<file path="src/rtl/i2cst_pkg.sv">
// Shared types and constants for the strap-addressed bus target.
package i2cst_pkg;

    localparam int ADDR_W = 7;
    localparam logic [2:0] ADDR_PREFIX = 3'b100;

    // Two-bit code per strap; it goes straight into the address field.
    typedef enum logic [1:0] {
        STRAP_LOW  = 2'b00,
        STRAP_HIGH = 2'b01,
        STRAP_SDA  = 2'b10,
        STRAP_SCL  = 2'b11
    } strap_code_e;

    typedef enum logic [2:0] {
        ST_IDLE,
        ST_ADDR,
        ST_ACK_WAIT,
        ST_ACK,
        ST_HANDOFF,
        ST_IGNORE
    } tgt_state_e;

endpackage

</file>
<file path="src/rtl/i2cst_glitch_filter.sv">
// Input conditioner for one bus or strap pin.
// The pin first passes through a SYNC_STAGES-deep synchronizer. The output
// moves only after STABLE_LEN consecutive synchronized samples agree.
// Assumes: the system clock samples each bus phase several times.
module i2cst_glitch_filter #(
    parameter int   SYNC_STAGES = 2,
    parameter int   STABLE_LEN  = 3,
    parameter logic RESET_VAL   = 1'b1
) (
    input  logic clk,
    input  logic rst_n,
    input  logic raw_i,
    output logic filt_o
);

    logic [SYNC_STAGES-1:0] sync_q;
    logic [STABLE_LEN-1:0]  hist_q;

    // Bring the asynchronous pin into the clock domain.
    always_ff @(posedge clk) begin
        if (!rst_n) sync_q <= {SYNC_STAGES{RESET_VAL}};
        else        sync_q <= {sync_q[SYNC_STAGES-2:0], raw_i};
    end

    // Keep the most recent synchronized samples.
    always_ff @(posedge clk) begin
        if (!rst_n) hist_q <= {STABLE_LEN{RESET_VAL}};
        else        hist_q <= {hist_q[STABLE_LEN-2:0], sync_q[SYNC_STAGES-1]};
    end

    // Move the output only on a unanimous history.
    always_ff @(posedge clk) begin
        if (!rst_n)           filt_o <= RESET_VAL;
        else if (&hist_q)     filt_o <= 1'b1;
        else if (~|hist_q)    filt_o <= 1'b0;
    end

    // a change of output must be backed by a full agreeing history
    assert_filter_stable_R1: assert property (@(posedge clk) disable iff (!rst_n)
        !$stable(filt_o) |-> ($past(hist_q) == {STABLE_LEN{filt_o}}));

endmodule

</file>
<file path="src/rtl/i2cst_strap_class.sv">
// Classifier for one four-state address strap.
// It tracks four candidate explanations of the strap: constant low, constant
// high, follows data, follows clock. A START reloads the candidates with the
// current sample. Each enabled sample removes every candidate it contradicts.
// The code is the survivor with the highest priority (low, high, data, clock),
// and low when none survive.
// Assumes: all inputs come from identically delayed filters.
module i2cst_strap_class
    import i2cst_pkg::*;
(
    input  logic        clk,
    input  logic        rst_n,
    input  logic        restart_i,
    input  logic        sample_en_i,
    input  logic        strap_i,
    input  logic        sda_i,
    input  logic        scl_i,
    output strap_code_e code_o
);

    logic [3:0] cand_q;
    logic [3:0] agree;

    // Which explanations are consistent with this sample.
    always_comb begin
        agree[STRAP_LOW]  = ~strap_i;
        agree[STRAP_HIGH] = strap_i;
        agree[STRAP_SDA]  = ~(strap_i ^ sda_i);
        agree[STRAP_SCL]  = ~(strap_i ^ scl_i);
    end

    // Reload on START, narrow while the window is open, otherwise hold.
    always_ff @(posedge clk) begin
        if (!rst_n)           cand_q <= 4'b0001;
        else if (restart_i)   cand_q <= agree;
        else if (sample_en_i) cand_q <= cand_q & agree;
    end

    // Priority pick of the surviving explanation.
    always_comb begin
        if (cand_q[STRAP_LOW])       code_o = STRAP_LOW;
        else if (cand_q[STRAP_HIGH]) code_o = STRAP_HIGH;
        else if (cand_q[STRAP_SDA])  code_o = STRAP_SDA;
        else if (cand_q[STRAP_SCL])  code_o = STRAP_SCL;
        else                         code_o = STRAP_LOW;
    end

    // the code is frozen while the classification window is closed
    assert_code_frozen_R3: assert property (@(posedge clk) disable iff (!rst_n)
        (!restart_i && !sample_en_i) |=> $stable(code_o));

endmodule

</file>
<file path="src/rtl/i2c_strap_target.sv">
// Bus target front end: filters the pins, finds START/STOP, receives the
// address byte, decodes the own address from two four-state straps,
// acknowledges a match with an open-drain pull-low, and reports the match
// and the direction bit.
// Assumes: clk runs at least 8x the bus clock, and sda_oe_o drives an
// open-drain pad whose level comes back on sda_i.
module i2c_strap_target
    import i2cst_pkg::*;
#(
    parameter int SYNC_STAGES = 2,
    parameter int STABLE_LEN  = 3
) (
    input  logic              clk,
    input  logic              rst_n,
    input  logic              scl_i,
    input  logic              sda_i,
    input  logic              strap_a1_i,
    input  logic              strap_a0_i,
    output logic              sda_oe_o,
    output logic              addr_match_o,
    output logic              rw_o,
    output logic              busy_o,
    output logic [ADDR_W-1:0] dev_addr_o
);

    localparam int NLINES = 4;
    localparam int NSTRAP = 2;
    localparam int CNT_W  = $clog2(ADDR_W + 1);
    localparam int L_SCL  = 0;
    localparam int L_SDA  = 1;

    logic [NLINES-1:0] raw_vec;
    logic [NLINES-1:0] filt_vec;
    logic              scl_f, sda_f, scl_q, sda_q;
    logic              start_det, stop_det, scl_rise, scl_fall;
    logic              class_en;
    strap_code_e       strap_code [NSTRAP];

    tgt_state_e        state_q;
    logic [CNT_W-1:0]  bit_cnt_q;
    logic [ADDR_W-1:0] shift_q;
    logic              rw_q, pulse_q, oe_q, busy_q;

    // Pin order: clock, data, then the a1 and a0 straps.
    assign raw_vec = {strap_a0_i, strap_a1_i, sda_i, scl_i};

    for (genvar g = 0; g < NLINES; g++) begin : g_filt
        i2cst_glitch_filter #(
            .SYNC_STAGES(SYNC_STAGES),
            .STABLE_LEN (STABLE_LEN),
            .RESET_VAL  (1'b1)
        ) i_filt (
            .clk   (clk),
            .rst_n (rst_n),
            .raw_i (raw_vec[g]),
            .filt_o(filt_vec[g])
        );
    end

    assign scl_f = filt_vec[L_SCL];
    assign sda_f = filt_vec[L_SDA];

    // Hold the previous filtered levels for edge detection.
    always_ff @(posedge clk) begin
        if (!rst_n) begin
            scl_q <= 1'b1;
            sda_q <= 1'b1;
        end else begin
            scl_q <= scl_f;
            sda_q <= sda_f;
        end
    end

    assign start_det = scl_f & scl_q & sda_q & ~sda_f;
    assign stop_det  = scl_f & scl_q & ~sda_q & sda_f;
    assign scl_rise  = scl_f & ~scl_q;
    assign scl_fall  = ~scl_f & scl_q;

    // Classification runs from the START up to the seventh rising edge.
    assign class_en = (state_q == ST_ADDR) && (bit_cnt_q < CNT_W'(ADDR_W));

    for (genvar s = 0; s < NSTRAP; s++) begin : g_strap
        i2cst_strap_class i_class (
            .clk        (clk),
            .rst_n      (rst_n),
            .restart_i  (start_det),
            .sample_en_i(class_en),
            .strap_i    (filt_vec[2 + s]),
            .sda_i      (sda_f),
            .scl_i      (scl_f),
            .code_o     (strap_code[s])
        );
    end

    assign dev_addr_o = {ADDR_PREFIX, strap_code[0], strap_code[1]};

    // Main sequencer: address reception, acknowledge, handoff or ignore.
    always_ff @(posedge clk) begin
        if (!rst_n) begin
            state_q   <= ST_IDLE;
            bit_cnt_q <= '0;
            shift_q   <= '0;
            rw_q      <= 1'b0;
            pulse_q   <= 1'b0;
            oe_q      <= 1'b0;
            busy_q    <= 1'b0;
        end else begin
            pulse_q <= 1'b0;
            if (start_det) begin
                state_q   <= ST_ADDR;
                bit_cnt_q <= '0;
                oe_q      <= 1'b0;
                busy_q    <= 1'b1;
            end else if (stop_det) begin
                state_q   <= ST_IDLE;
                bit_cnt_q <= '0;
                oe_q      <= 1'b0;
                busy_q    <= 1'b0;
            end else begin
                case (state_q)
                    ST_ADDR: begin
                        if (scl_rise) begin
                            if (bit_cnt_q == CNT_W'(ADDR_W)) begin
                                rw_q <= sda_f;
                                if (shift_q == dev_addr_o) begin
                                    pulse_q <= 1'b1;
                                    state_q <= ST_ACK_WAIT;
                                end else begin
                                    state_q <= ST_IGNORE;
                                end
                            end else begin
                                shift_q   <= {shift_q[ADDR_W-2:0], sda_f};
                                bit_cnt_q <= bit_cnt_q + 1'b1;
                            end
                        end
                    end
                    ST_ACK_WAIT: begin
                        if (scl_fall) begin
                            oe_q    <= 1'b1;
                            state_q <= ST_ACK;
                        end
                    end
                    ST_ACK: begin
                        if (scl_fall) begin
                            oe_q    <= 1'b0;
                            state_q <= ST_HANDOFF;
                        end
                    end
                    ST_IDLE, ST_HANDOFF, ST_IGNORE: begin
                        state_q <= state_q;
                    end
                    default: state_q <= ST_IDLE;
                endcase
            end
        end
    end

    assign sda_oe_o     = oe_q;
    assign addr_match_o = pulse_q;
    assign rw_o         = rw_q;
    assign busy_o       = busy_q;

    // the match notice lasts exactly one cycle
    assert_match_single_R7: assert property (@(posedge clk) disable iff (!rst_n)
        addr_match_o |=> !addr_match_o);

    // the match notice follows a clock rise
    assert_match_after_rise_R7: assert property (@(posedge clk) disable iff (!rst_n)
        addr_match_o |-> $past(scl_rise));

    // pull-low only starts with the clock low
    assert_oe_rise_scl_low_R9: assert property (@(posedge clk) disable iff (!rst_n)
        $rose(sda_oe_o) |-> !scl_f);

    // acknowledge drive only inside a busy transaction
    assert_oe_within_busy_R5: assert property (@(posedge clk) disable iff (!rst_n)
        sda_oe_o |-> busy_o);

    // busy only drops after a STOP
    assert_busy_fall_stop_R2: assert property (@(posedge clk) disable iff (!rst_n)
        $fell(busy_o) |-> $past(stop_det));

endmodule

</file>
<file path="config.mk">
export PLATFORM = sky130hd
export DESIGN_NAME = i2c_strap_target
export DESIGN_NICKNAME = d
export VERILOG_FILES = /design/src/rtl/i2cst_pkg.sv /design/src/rtl/i2cst_glitch_filter.sv /design/src/rtl/i2cst_strap_class.sv /design/src/rtl/i2c_strap_target.sv
export SDC_FILE = /design/constraint.sdc
export NUM_CORES = 1
export LEC_CHECK = 0
export ABC_AREA = 1
export BUFFER_PORTS_ARGS = -buffer_cell sky130_fd_sc_hd__buf_2
export CELL_PAD_IN_SITES_DETAIL_PLACEMENT = 0
export CELL_PAD_IN_SITES_GLOBAL_PLACEMENT = 2
export CORE_MARGIN = 3
export CORE_UTILIZATION = 38
export CTS_CLUSTER_DIAMETER = 60
export DETAILED_ROUTE_END_ITERATION = 16
export PLACE_DENSITY_LB_ADDON = 0.1
export SYNTH_ARGS = -nofsm -noshare
export SYNTH_HDL_FRONTEND = slang
export SYNTH_SLANG_ARGS = --single-unit
export TNS_END_PERCENT = 10
</file>
<file path="constraint.sdc">
create_clock -name clk -period 3.6 [get_ports clk]
set_input_delay 0.18 -clock clk [delete_from_list [all_inputs] [get_ports clk]]
set_output_delay 0.18 -clock clk [all_outputs]
set_load 0.05 [all_outputs]
</file>
# --- Yosys cells after proc, flatten, opt, wreduce, memory -nomap -nowiden ---
# Index checks and enable logic that the tools add are counted.
word_totals:
  input_bits: 6
  reg_bits: 51
  wordCells: 124
  output_inout_bits: 11
classes:
  mux: 26
  reduce_logical: 26
  n_eq_ne: 16
  bitwise_logic: 30
  addsub: 1
  order_cmp: 1
op_table:
  columns: ["operator", "n"]
  rows:
  - ["5-bit AND reduction", 4]
  - ["3-bit AND reduction", 6]
  - ["3-bit OR reduction", 6]
  - ["1-bit NOT", 17]
  - ["2-bit two-way mux", 8]
  - ["4-bit two-way mux", 4]
  - ["3-bit two-way mux", 5]
  - ["4-bit by 3-bit != test with 1-bit output, second input constant", 3]
  - ["3-bit case mux with 4 select lines", 1]
  - ["3-bit equality test, second input constant", 3]
  - ["4-bit AND", 2]
  - ["2-bit OR reduction", 4]
  - ["1-bit AND", 7]
  - ["7-bit equality test", 1]
  - ["1-bit two-way mux", 7]
  - ["3-bit by 2-bit equality test with 1-bit output, second input constant", 2]
  - ["2-bit != test, second input constant", 3]
  - ["2-bit nonzero test", 3]
  - ["6-bit OR reduction", 1]
  - ["4-bit by 2-bit != test with 1-bit output, second input constant", 1]
  - ["1-bit bitwise XOR", 4]
  - ["3-bit by 1-bit adder with 3-bit output, second input constant", 1]
  - ["3-bit by 1-bit equality test with 1-bit output, second input constant", 1]
  - ["3-bit zero test", 1]
  - ["other kinds (5)", 5]

# --- Longest topological paths before layout ---
# Gate-level depths: netlist of run 1.
logic_depth:
  word_depth: 11
  depth_mapped: 12
  ltp_nobuf: 12

# --- Modules after synthesis ---
# From an unflattened synthesis of run 1, not the netlist that was laid out.
unflattened:
  hier_cells: 301
  hier_area_um2: 2105.8
modules_own_cells:
  columns: ["mod", "area_each_um2", "instances", "seq_area_each_um2", "cells_each"]
  rows:
  - ["i2c_strap_target", 924.6, 1, 380.4, 135]
  - ["i2cst_glitch_filter", 188.9, 4, 120.1, 24]
  - ["i2cst_strap_class", 212.7, 2, 80.1, 35]

# --- Worst setup path after synthesis of run 1 ---
# No wires, ideal clock.
synth_timing:
  path_kind: "flip-flop to flip-flop"
  startpoint: "register bit_cnt_q[0]"
  endpoint: "register state_q[0]"
  arrival_ns: 1.284
  path_slack_ns: 2.189
  path_stages_with_launch: 8
  path_buffers: 0
  path_cell_list: "dfxtp_1 ha_1 ha_1 nand2_1 o21ai_2 nand2_2 a31oi_1 a21oi_1"
synth_between:
  elab_chain_cells: 3
synth_rtl:
  columns: ["item", "line", "rtl"]
  rows:
  - ["start, declared", "i2c_strap_target.sv:40", "logic [CNT_W-1:0] bit_cnt_q;"]
  - ["start signal, assigned", "i2c_strap_target.sv:133", "bit_cnt_q <= bit_cnt_q + 1'b1;"]
  - ["3-bit equality test", "i2c_strap_target.sv:123", "if (bit_cnt_q == CNT_W'(ADDR_W)) begin"]
  - ["4-bit by 2-bit != test with 1-bit output (no source line)", null, null]
  - ["5-bit AND reduction (no source line)", null, null]
  - ["end signal, assigned", "i2c_strap_target.sv:150", "state_q <= state_q;"]
  - ["end, declared", "i2c_strap_target.sv:39", "tgt_state_e state_q;"]
# No other way between the ends.
# A chain may end at the register's enable or synchronous reset.

# --- Worst setup path after layout of run 1 ---
# Same ends and word-level chain as after synthesis.

==> impl_results.md, run 1 <==
* Clk_lat worst skew at approximately 0.30 ns
* Pre-CTS WS at about 2 ns
* Worst VDD drop at 0.1684 mV
* CP endpoint kind: flop
* Endpoints failing setup at 0
* Tmin final at 1.590 ns
* Via count at 1461
* Num CTS Buffers at 5
* Grt met2 use at 0.1970
* WP data arrival at 1.76 ns
* Critical Path Most Common Cell: ha_1
* Worst setup SP type: flop
* CTS root buf: clkbuf_8
* Final Net Count at 263
* Tcrit/Tclk final at 0.4415
* Critical path class: reg -> reg
* Post-CTS sizing at 0
* Leading post-synthesis cells by cell area: dfxtp_1, nand2_1, or2_2
* Netlist cell types at 36
* Fin. Hold Viols at 0
* First-pass DRT Iterations at 4
* Slowest CP cell: dfxtp_1
* Hold WC Path Type: in -> reg
* Cell count after synthesis at 242
* Leakage power at 0.9900 nW
* MaxCap Viol Count at 0
* Initial antenna violation count at 0
* Ys async rst share at 0
* TritonCTS clock tree: built
* Mapped Area at 2063 sq um
* Vias per cell at 4.482
* YS warnings at 0
* Number of synthesized flops with an enable pin at 0
* Seq/Total Area, Yosys at 0.4948
* Final non-filler cell total at 326
* Post-route clock skew at about 0.0056 ns
* GRT Residual Overflow at 0
* # DRC at 0
* Critical Path RT at 3.77 ns
* GP Congestion at 0.7284
* Full die area at 6350 sq um
* Total power at 0.0009216 W
* Pins Over Slew Limit at 0
* IO Pins at 17
* Antenna Cells at 0
* Vias in the first global route at about 1400
* Number of port buffers at 13
* Avg Cell Area, Syn at 8.526 sq um
* Fmax at 629.1 MHz
* CP cell instances: ha_1 -> ha_1 -> nand2_1 -> o21ai_2 -> nand2_2 -> a31oi_1 -> a21oi_1
* Share of cells above drive strength 1 at 0.2422
* Final worst slack at 2.010 ns
* Number of cell rows at 26
* Die X at 79.69 um
* Die Span Y at 79.69 um
* Area grow syn2layout at 8.793%
* Post-route ant nets at 0
* Setup_tns at 0 ns
* Grt met1 use at 0.1741
* Power density cells at 410.6 nW/um^2
* First-pass GRT wire length at 6.417 mm
* Global-route usage over all layers at 0.1296
* Largest net degree at the start of global routing at 25
* Crit path max fanout at 4
* # fillers at roughly 550
* WL/cell at roughly 11 um
* Cts hold-fix bufs at 0
* Outcome: completed
* Initial Util at 0.3989
* # H-tree levels at 2
* Yosys reg bits at 51
* Worst-case clock buffer depth at 2
* Busiest grt layer: met2
* Unrepaired setup endpoints after global routing: false
* Detailed Route Iter0 Violations at 47
* Met3 Usage GRT at 0.03725
* Main flop type after synthesis: dfxtp_1
* TritonCTS Sinks at 51
* Placed insts at 318
* Top cell type's share of synthesized area at 0.4948
* Area leader, netlist: dfxtp_1
* Post-CTS repair timing setup buffer count at 0
* Half-perimeter wire length after detailed placement at 2.659 mm
* Final WL at 3.642 mm
* Worst-path clk slew at 0.09 ns
* Slew margin rel. at 0.6279
* Crit-path max cell delay at 0.38 ns
* Core Footprint at 5172 sq um
* Util after Layout at 0.4340
* Worst-Margin Slew at 0.5576 ns
## critical path, delay by kind of cell (launching register included)
| kind | cells | cell delay [ns] |
|---|---|---|
| flops | 1 | 0.38 |
| fa+ha+maj | 2 | 0.47 |
| simple gates | 2 | 0.22 |
| compound gates | 3 | 0.38 |
## logic make-up (layout without fill, tap and decap cells)
kind of cell / count (synthesis) / count (layout) / share of synthesized area
DFF: 51 / 51 / 0.4948
adders and majority gates: 2 / 2 / 0.01213
muxes: 1 / 1 / 0.004852
xor gates and xnor gates: 1 / 1 / 0.004246
AOI/OAI and AO/OA: 40 / 40 / 0.1207
and+or+nand+nor: 108 / 108 / 0.2765
other: 2 / 3 / 0.003640
buffers and inverters: 37 / 50 / 0.08308
## Yosys cell counts (all sizes together), types with 3 or more instances
master and number:
dfxtp 51, nand2 43, inv 29, or2 22, nor2 20, o21ai 15, a21oi 14, nand3 12
nor3 7, a211oi 6, buf 5, o211ai 4, clkbuf 3
## per-stage QoR
step	cell area (sq um)	hold slack, ns
detailed placement	2157	0.3676
global route	2245	0.03966
global placement	2157	0.3645
floorplan	2067	0.2866
finish	2245	0.05803
CTS	2245	0.04748
## cell usage in the layout, fill, tap and decap left out
master / count
dfxtp_1: 51
nand2_1: 38
inv_1: 25
or2_2: 20
nor2_1: 16
buf_2: 13
nand3_1: 12
a21oi_1: 10
o21ai_0: 9
nor3_1: 6
a211oi_1: 6
clkbuf_8: 5
inv_2: 4
nand2_2: 4
o211ai_1: 4
a21oi_2: 4
o21ai_1: 4
conb_1: 3
nor2_8: 2
nand4_1: 2
o21ai_2: 2
ha_1: 2
clkinv_2: 2
nor2_2: 1
or2_4: 1
nor2_4: 1
nor3_4: 1
nand3b_1: 1
nor3b_1: 1
or2_1: 1
mux2i_1: 1
nand2_4: 1
xnor2_1: 1
a31oi_1: 1
inv_6: 1
## per-layer routing
metal	vias up	part of all wire
met5	-	0
met4	0	0.012
met3	5	0.039
met2	20	0.43
met1	640	0.52
li1	796	-
## registers in the layout, indices dropped and copies added, names as in the netlist, 3 cells and up
register and flops:
state_q 3, bit_cnt_q 3, shift_q 7, g_filt.i_filt.hist_q 12
g_strap.i_class.cand_q 8, g_filt.i_filt.filt_o 4, g_filt.i_filt.sync_q 8
## power by group
group,internal (W),switching (W),total (W)
logic,0.00000749,0.0000175,0.0000250
registers,0.000570,0.00000223,0.000572
clock network,0.000137,0.000187,0.000324
## worst paths after layout
path	startpoint	endpoint	slack [ns]	cells after the start
worst max-delay path	bit_cnt_q[0]	state_q[0]	2.01	7
worst min-delay path	sda_i	g_filt[1].i_filt.sync_q[0]	0.06	2
worst max register to register	bit_cnt_q[0]	state_q[0]	2.01	7
worst min register to register	g_filt[2].i_filt.sync_q[1]	g_filt[2].i_filt.hist_q[0]	0.42	1
## cell type report
cell class | count | area, sq um | share of cell area
repair buffers | 13 | 65.06 | 0.02899
inverters | 29 | 108.9 | 0.04849
clock buffers | 5 | 68.82 | 0.03066
flip-flops and latches | 51 | 1021 | 0.4549
multi-input cells | 155 | 874.6 | 0.3896
clock inverters | 3 | 18.77 | 0.008361
well taps | 70 | 87.58 | 0.03902
(Power assumes the default switching activity.)
==> run 2, diff against run 1 <==
CORE_UTILIZATION = 32   (was 38)
clock period = 1.4 ns   (was 3.6 ns; I/O delays follow)
==> run 2 against run 1 <==
Against the previous run:
- non-clock buffer count is 33 higher
- critical path depth stayed put
- via count is 7.0% higher
- clock-buffer cell count is 1 higher
- hold slack better by 0.12 ns
- routed wire length is 12% higher
==> impl_results.md, run 2 (synthesis results as in run 1) <==
* CP endpoint kind: flop (unchanged)
* Largest net degree at the start of global routing at 25 (unchanged)
* Worst-path clk slew at 0.10 ns (was 0.09 ns)
* Power density cells at 929.0 nW/um^2 (was 410.6 nW/um^2)
* Family with the most delay on the worst path: compound AO/OA/AOI/OAI gates (was adder cells)
* Met3 Usage GRT at 0.04278 (was 0.03725)
* Crit path max fanout at 4 (unchanged)
* Most frequent cells in the layout: dfxtp_1, nand2_1, buf_4, inv_1, or2_2 (was dfxtp_1, nand2_1, inv_1, or2_2, nor2_1)
* Fin. Hold Viols at 0 (unchanged)
* Global-route usage over all layers at 0.1205 (was 0.1296)
* Clk_lat worst skew at 0.31 ns (was 0.30 ns)
* Switch Pwr at 0.0005721 W (was 0.0002068 W)
* Reg2reg start: bit_cnt_q[1] (was bit_cnt_q[0])
* Clock power frac at 0.362 (was 0.352)
* TritonCTS clock tree: built (unchanged)
* # DRC at 0 (unchanged)
* Endpoints failing setup at 0 (unchanged)
* Share of cells above drive strength 1 at 0.3875 (was 0.2422)
* Post-route ant nets at 0 (unchanged)
* Fmax at 716.8 MHz (was 629.1 MHz)
* Sequential Power Share at 0.606 (was 0.621)
* Unrepaired setup endpoints after global routing: true (was false)
* Num CTS Buffers at 5 (unchanged)
* First-pass DRT Iterations at 4 (unchanged)
* Leakage power at 1.142 nW (was 0.9900 nW)
* Worst Setup EP: state_q[0] (unchanged)
* Commonest non-fill, non-tap cell in the layout: dfxtp_1 (unchanged)
* Slowest CP cell: dfxtp_2 (was dfxtp_1)
* Fin area at 2613 sq um (was 2245 sq um)
* Worst-Margin Slew at 0.6070 ns (was 0.5576 ns)
* Tcrit/Tclk final at 0.9966 (was 0.4415)
* WL/cell at 11.16 um (was 11.17 um)
* IO Pins at 17 (unchanged)
* Outcome: completed (unchanged)
* First-pass GRT wire length at 7.065 mm (was 6.417 mm)
* Grt met1 use at 0.1641 (was 0.1741)
* Via count at 1563 (was 1461)
* Final Net Count at 296 (was 263)
* Core Footprint at 6096 sq um (was 5172 sq um)
* Antenna Cells at 0 (unchanged)
* Grt met2 use at 0.1808 (was 0.1970)
* FF-to-FF path depth at 7 (unchanged)
* Hold WC Path Type: in -> reg (unchanged)
* Initial Util at 0.3385 (was 0.3989)
* Die X at 86.30 um (was 79.69 um)
* Final WL at 4.063 mm (was 3.642 mm)
* Sw Share at 0.2357 (was 0.2244)
* CP cell instances: ha_4 -> ha_4 -> nand2_2 -> o21ai_2 -> nand2_2 -> a31oi_1 -> a21oi_1 (was ha_1 -> ha_1 -> nand2_1 -> o21ai_2 -> nand2_2 -> a31oi_1 -> a21oi_1)
* Area of the multi-input gates at 939.7 sq um (was 874.6 sq um)
* Number of cell rows at 28 (was 26)
* Crit-path max cell delay at 0.37 ns (was 0.38 ns)
* MaxCap Viol Count at 0 (unchanged)
* Half-perimeter wire length after detailed placement at 2.842 mm (was 2.659 mm)
* Setup_tns at 0 ns (unchanged)
* DP Area at 2389 sq um (was 2157 sq um)
* Detailed Route Iter0 Violations at 36 (was 47)
* Die Span Y at 86.30 um (was 79.69 um)
* WP data arrival at 1.56 ns (was 1.76 ns)
* CP Depth at 7 (unchanged)
* R2R Setup Slk at 0.005 ns (was 2.01 ns)
* # H-tree levels at 2 (unchanged)
* Critical Path Source: bit_cnt_q[1] (was bit_cnt_q[0])
* Critical path class: reg -> reg (unchanged)
* Worst VDD drop at 0.6045 mV (was 0.1684 mV)
* Placed insts at 351 (was 318)
* Max reg flops at 12 (unchanged)
* CTS root buf: clkbuf_8 (unchanged)
* Comb pwr share at 0.032 (was 0.027)
* Initial antenna violation count at 0 (unchanged)
* Pins Over Slew Limit at 0 (unchanged)
* Biggest register: g_filt.i_filt.hist_q (unchanged)
* Area grow syn2layout at 26.62% (was 8.793%)
* Slew margin rel. at 0.5949 (was 0.6279)
* GP Congestion at 0.7460 (was 0.7284)
* Seq. cell area at 1028 sq um (was 1021 sq um)
* Cell Int Power at 0.001855 W (was 0.0007148 W)
* Worst-case clock buffer depth at 2 (unchanged)
* Util after Layout at 0.4286 (was 0.4340)
* Full die area at 7447 sq um (was 6350 sq um)
* Busiest grt layer: met2 (unchanged)
* Final non-filler cell total at 364 (was 326)
* WP buf/inv at 0 (unchanged)
* Worst setup SP type: flop (unchanged)
* GRT Residual Overflow at 0 (unchanged)
* Critical Path RT at 1.57 ns (was 3.77 ns)
* Post-route clock skew at 0.007809 ns (was 0.005618 ns)
* Largest regs: g_filt.i_filt.hist_q x12, g_filt.i_filt.sync_q x8, g_strap.i_class.cand_q x8 (unchanged)
* # fillers at 626 (was 551)
* RR Endpoint: state_q[0] (unchanged)
* Vias in the first global route at 1502 (was 1388)
* Vias per cell at 4.294 (was 4.482)
* Tmin final at 1.395 ns (was 1.590 ns)
* Number of port buffers at 13 (unchanged)
* Total power at 0.002427 W (was 0.0009216 W)
* TritonCTS Sinks at 51 (unchanged)
-- run 2: cell count changes in the layout (fill, tap and decap cells not counted), sizes merged --
| cell | previous run | this run |
|---|---|---|
| buf | 13 | 42 |
| clkbuf | 5 | 6 |
| clkinv | 2 | 0 |
| clkinvlp | 0 | 1 |
| dlygate4sd3 | 0 | 4 |
-- run 2: area by class of cell --
type	count	area share
Sequential cell	51	0.3937
Clock buffer	6	0.02778
Timing Repair Buffer	46	0.1351
Multi-Input combinational cell	155	0.3597
Tap cell	75	0.03592
Clock inverter	2	0.006226
Inverter	29	0.04167
-- run 2: what timing repair did --
item,in CTS,in global routing
hold buffers,4,0
gates resized for setup,7,27
setup endpoints to repair,5,27
gates cloned,0,0
buffers inserted,0,1
pin swaps,0,4
hold endpoints to repair,4,0
-- run 2: worst min path at each step --
stage,start,end,slack (ns),cells after the start
6_report,rst_n,g_strap[1].i_class.cand_q[0],0.18,3
5_1_grt,rst_n,scl_q,0.19,3
4_1_cts,rst_n,g_strap[0].i_class.cand_q[0],0.18,3
3_5_place_dp,strap_a1_i,g_filt[2].i_filt.sync_q[0],0.26,2
3_3_place_gp,strap_a0_i,g_filt[3].i_filt.sync_q[0],0.26,2
2_1_floorplan,scl_i,g_filt[0].i_filt.sync_q[0],0.18,1
-- run 2: worst register-to-register path, cell delays in order (launching register included) --
cell and delay, ns:
dfxtp_2 0.37, ha_4 0.15, ha_4 0.16, nand2_2 0.08
o21ai_2 0.17, nand2_2 0.10, a31oi_1 0.14, a21oi_1 0.08
-- run 2: power by group through the flow --
stage	combinational [W]	sequential, W	clock (W)
floorplan	0.0000588	0.00150	0
global placement	0.0000689	0.00151	0
detailed placement	0.0000693	0.00151	0
CTS	0.0000779	0.00147	0.000917
global route	0.0000846	0.00147	0.000994
finish	0.0000765	0.00147	0.000879
-- run 2: through the flow --
stage	hold slack, ns	setup WS, ns
finish	0.1816	0.004818
global route	0.1854	-0.08249
CTS	0.1803	-0.009579
detailed placement	0.2580	-0.05174
global placement	0.2575	-0.04133
floorplan	0.1766	0.03339
-- run 2: metal layers --
layer	share of wire	up-vias	wire, um
li1	-	860	-
met1	0.52	682	2130
met2	0.43	17	1742
met3	0.036	4	147
met4	0.010	0	42
met5	0	-	0
==> run 3, diff against run 2 <==
ABC_AREA = unset   (was 1)
CORE_UTILIZATION = 33   (was 32)
==> run 3 against run 2 <==
Against the previous run:
- the flow now finishes with violations (setup timing)
- sequential share of layout area rose by 0.21 points
- sequential cell count did not move
- worst setup slack got worse by 0.11 ns
- non-clock buffer count fell by 5
- fmax fell by 7.5%
- first-iteration DRC count rose by 31%
- synthesized cell count fell by 9.9%
- routed wire length rose by 3.8%
- global-route usage rose by 0.29 points
- largest cell class is now multi-input combinational cells
- highest routed layer unchanged
==> impl_results.md, run 3 <==
* CP endpoint kind: flop (unchanged)
* Worst-path clk slew at 0.09 ns (was 0.10 ns)
* Grt met1 use at 0.1611 (was 0.1641)
* Total power at 0.002356 W (was 0.002427 W)
* Final Net Count at 265 (was 296)
* Die Span Y at 85.74 um (was 86.30 um)
* Crit path max fanout at 3 (was 4)
* Clk_lat worst skew at 0.30 ns (was 0.31 ns)
* Main flop type after synthesis: dfxtp_1 (unchanged)
* Unrepaired setup endpoints after global routing: true (unchanged)
* Final WL at 4.216 mm (was 4.063 mm)
* Max reg flops at 12 (unchanged)
* Antenna Cells at 0 (unchanged)
* Fin. Hold Viols at 0 (unchanged)
* Ys async rst share at 0 (unchanged)
* Final worst slack at -0.1084 ns (was 0.004818 ns)
* Cell count of the worst hold path at 2 (was 3)
* Post-route ant nets at 0 (unchanged)
* Post-synth top cells: dfxtp_1, nor2_1, nand2b_1, a21oi_1, o21ai_0 (was dfxtp_1, nand2_1, inv_1, or2_2, nor2_1)
* Initial antenna violation count at 0 (unchanged)
* Core Footprint at 6026 sq um (was 6096 sq um)
* Largest net degree at the start of global routing at 34 (was 25)
* Power density cells at 908.9 nW/um^2 (was 929.0 nW/um^2)
* Vias in the first global route at 1549 (was 1502)
* Worst setup SP type: flop (unchanged)
* Leading post-synthesis cells by cell area: dfxtp_1, nand2b_1, nor2_1 (was dfxtp_1, nand2_1, or2_2)
* Worst Hold Endpoint: sda_q (was g_strap[1].i_class.cand_q[0])
* Endpoints failing setup at 12 (was 0)
* GRT Residual Overflow at 0 (unchanged)
* Detailed Route Iter0 Violations at 47 (was 36)
* Most frequent cell after synthesis: dfxtp_1 (unchanged)
* Busiest grt layer: met2 (unchanged)
* Violated checks: setup timing
* Setup_tns at -0.3085 ns (was 0 ns)
* Leakage power at 0.9661 nW (was 1.142 nW)
* GP Congestion at 0.8011 (was 0.7460)
* Seq/Total Area, Yosys at 0.4866 (was 0.4948)
* CTS root buf: clkbuf_8 (unchanged)
* Worst VDD drop at 0.6701 mV (was 0.6045 mV)
* Area leader, netlist: dfxtp_1 (unchanged)
* Number of synthesized flops with an enable pin at 0 (unchanged)
* Via count at 1608 (was 1563)
* Tcrit/Tclk final at 1.077 (was 0.9966)
* Pins Over Slew Limit at 0 (unchanged)
* Full die area at 7351 sq um (was 7447 sq um)
* Global-route usage over all layers at 0.1234 (was 0.1205)
* Fin area at 2592 sq um (was 2613 sq um)
* IO Pins at 17 (unchanged)
* FF-to-FF path depth at 7 (unchanged)
* Vias per cell at 4.829 (was 4.294)
* Biggest register: g_filt.i_filt.hist_q (unchanged)
* Outcome: complete, but fails checks (was completed)
* Hold Path Origin: rst_n (unchanged)
* First-pass GRT wire length at 7.272 mm (was 7.065 mm)
* Share of cells above drive strength 1 at 0.2713 (was 0.3875)
* Commonest non-fill, non-tap cell in the layout: dfxtp_1 (unchanged)
* Num CTS Buffers at 5 (unchanged)
* RR Endpoint: state_q[0] (unchanged)
* Avg Cell Area, Syn at 9.625 sq um (was 8.526 sq um)
* Top cell type's share of synthesized area at 0.4866 (was 0.4948)
* Mapped Area at 2098 sq um (was 2063 sq um)
* Netlist cell types at 42 (was 36)
* # DRC at 0 (unchanged)
* DP Area at 2422 sq um (was 2389 sq um)
* TritonCTS Sinks at 51 (unchanged)
* Critical path class: reg -> reg (unchanged)
* Initial Util at 0.3482 (was 0.3385)
* Hold WC Path Type: in -> reg (unchanged)
* MaxCap Viol Count at 0 (unchanged)
* Met3 Usage GRT at 0.03362 (was 0.04278)
* TritonCTS clock tree: built (unchanged)
* Area grow syn2layout at 23.55% (was 26.62%)
* WL/cell at 12.66 um (was 11.16 um)
* YS warnings at 0 (unchanged)
* # H-tree levels at 2 (unchanged)
* Worst-case clock buffer depth at 2 (unchanged)
* Util after Layout at 0.4302 (was 0.4286)
* Reg2reg start: bit_cnt_q[0] (was bit_cnt_q[1])
* Number of port buffers at 13 (unchanged)
* Tmin final at 1.508 ns (was 1.395 ns)
* # fillers at 592 (was 626)
* Post-route clock skew at 0.009652 ns (was 0.007809 ns)
* First-pass DRT Iterations at 4 (unchanged)
* Critical Path RT at 1.59 ns (was 1.57 ns)
* Largest regs: g_filt.i_filt.hist_q x12, g_filt.i_filt.sync_q x8, g_strap.i_class.cand_q x8 (unchanged)
* Cell count after synthesis at 218 (was 242)
* R2R Setup Slk at -0.11 ns (was 0.005 ns)
* Grt met2 use at 0.1970 (was 0.1808)
* Number of cell rows at 28 (unchanged)
* Fmax at 662.9 MHz (was 716.8 MHz)
* Pre-CTS WS at -0.1919 ns (was -0.05174 ns)
* Most frequent cells in the layout: dfxtp_1, nor2_1, nand2b_1, buf_4, a21oi_1 (was dfxtp_1, nand2_1, buf_4, inv_1, or2_2)
* Half-perimeter wire length after detailed placement at 3.159 mm (was 2.842 mm)
* WP data arrival at 1.70 ns (was 1.56 ns)
* Die X at 85.74 um (was 86.30 um)
* Yosys reg bits at 51 (unchanged)
==> run 3: layout make-up <==
class | instances | area, sq um | share of cell area
timing repair buffer | 41 | 300.3 | 0.1158
sequential | 51 | 1026 | 0.3958
clock buffer | 6 | 72.57 | 0.02799
clock inverter | 2 | 12.51 | 0.004826
tap | 75 | 93.84 | 0.03620
multi-input combinational | 152 | 1065 | 0.4107
inverter | 6 | 22.52 | 0.008687
==> run 3: logic make-up after synthesis <==
| logic type | after synthesis | share of synthesized area |
|---|---|---|
| AND/OR/NAND/NOR | 83 | 0.2296 |
| flip-flops | 51 | 0.4866 |
| AO/OA/AOI/OAI | 47 | 0.1503 |
| buffers and inverters | 16 | 0.04114 |
| multiplexers | 10 | 0.04771 |
| XOR/XNOR | 7 | 0.02922 |
| adder cells (fa/ha/maj) | 2 | 0.01192 |
| other | 2 | 0.003579 |
==> run 3: worst max-delay path by stage <==
| stage | from | end | slack (ns) | depth (start not counted) |
|---|---|---|---|---|
| 2_1_floorplan | g_strap[1].i_class.cand_q[1] | state_q[1] | -0.15 | 4 |
| 3_3_place_gp | bit_cnt_q[0] | state_q[0] | -0.14 | 7 |
| 3_5_place_dp | bit_cnt_q[0] | state_q[0] | -0.19 | 7 |
| 4_1_cts | bit_cnt_q[0] | state_q[0] | -0.13 | 7 |
| 5_1_grt | bit_cnt_q[0] | state_q[0] | -0.23 | 7 |
| 6_report | bit_cnt_q[0] | state_q[0] | -0.11 | 7 |
==> run 3: timing repair <==
| action | CTS | global route |
|---|---|---|
| hold buffers | 4 | 0 |
| pin swaps | 4 | 1 |
| hold endpoints to repair | 4 | 0 |
| resized for setup | 9 | 3 |
| setup endpoints to repair | 14 | 23 |
| setup buffers | 0 | 0 |
==> run 3: report_power, final <==
group | switching (W) | leakage, nW | internal [W]
Combinational | 0.0000471 | 0.510 | 0.0000282
Clock | 0.000460 | 0.0412 | 0.000350
Sequential | 0.00000539 | 0.415 | 0.00147
Total | 0.000512 | 0.966 | 0.00184
==> run 3: worst max-delay path, cell delays in order (launching register included) <==
cell      delay (ns)
dfxtp_2         0.37
ha_4            0.15
ha_4            0.14
nand3b_1        0.09
o31a_1          0.26
a32oi_1         0.15
o32a_1          0.17
o211ai_2        0.07
==> run 3: per-stage QoR <==
step	instances	hold WS, ns
finish	333	0.02807
global route	333	0.03473
floorplan	219	0.1430
detailed placement	321	0.2544
CTS	333	0.01840
global placement	321	0.2521
==> run 3: routing by layer <==
layer	share of wire	up-vias	wire length [um]
met3	0.042	10	178
met4	0.019	0	78
li1	-	823	-
met5	0	-	0
met2	0.45	28	1912
met1	0.49	747	2047
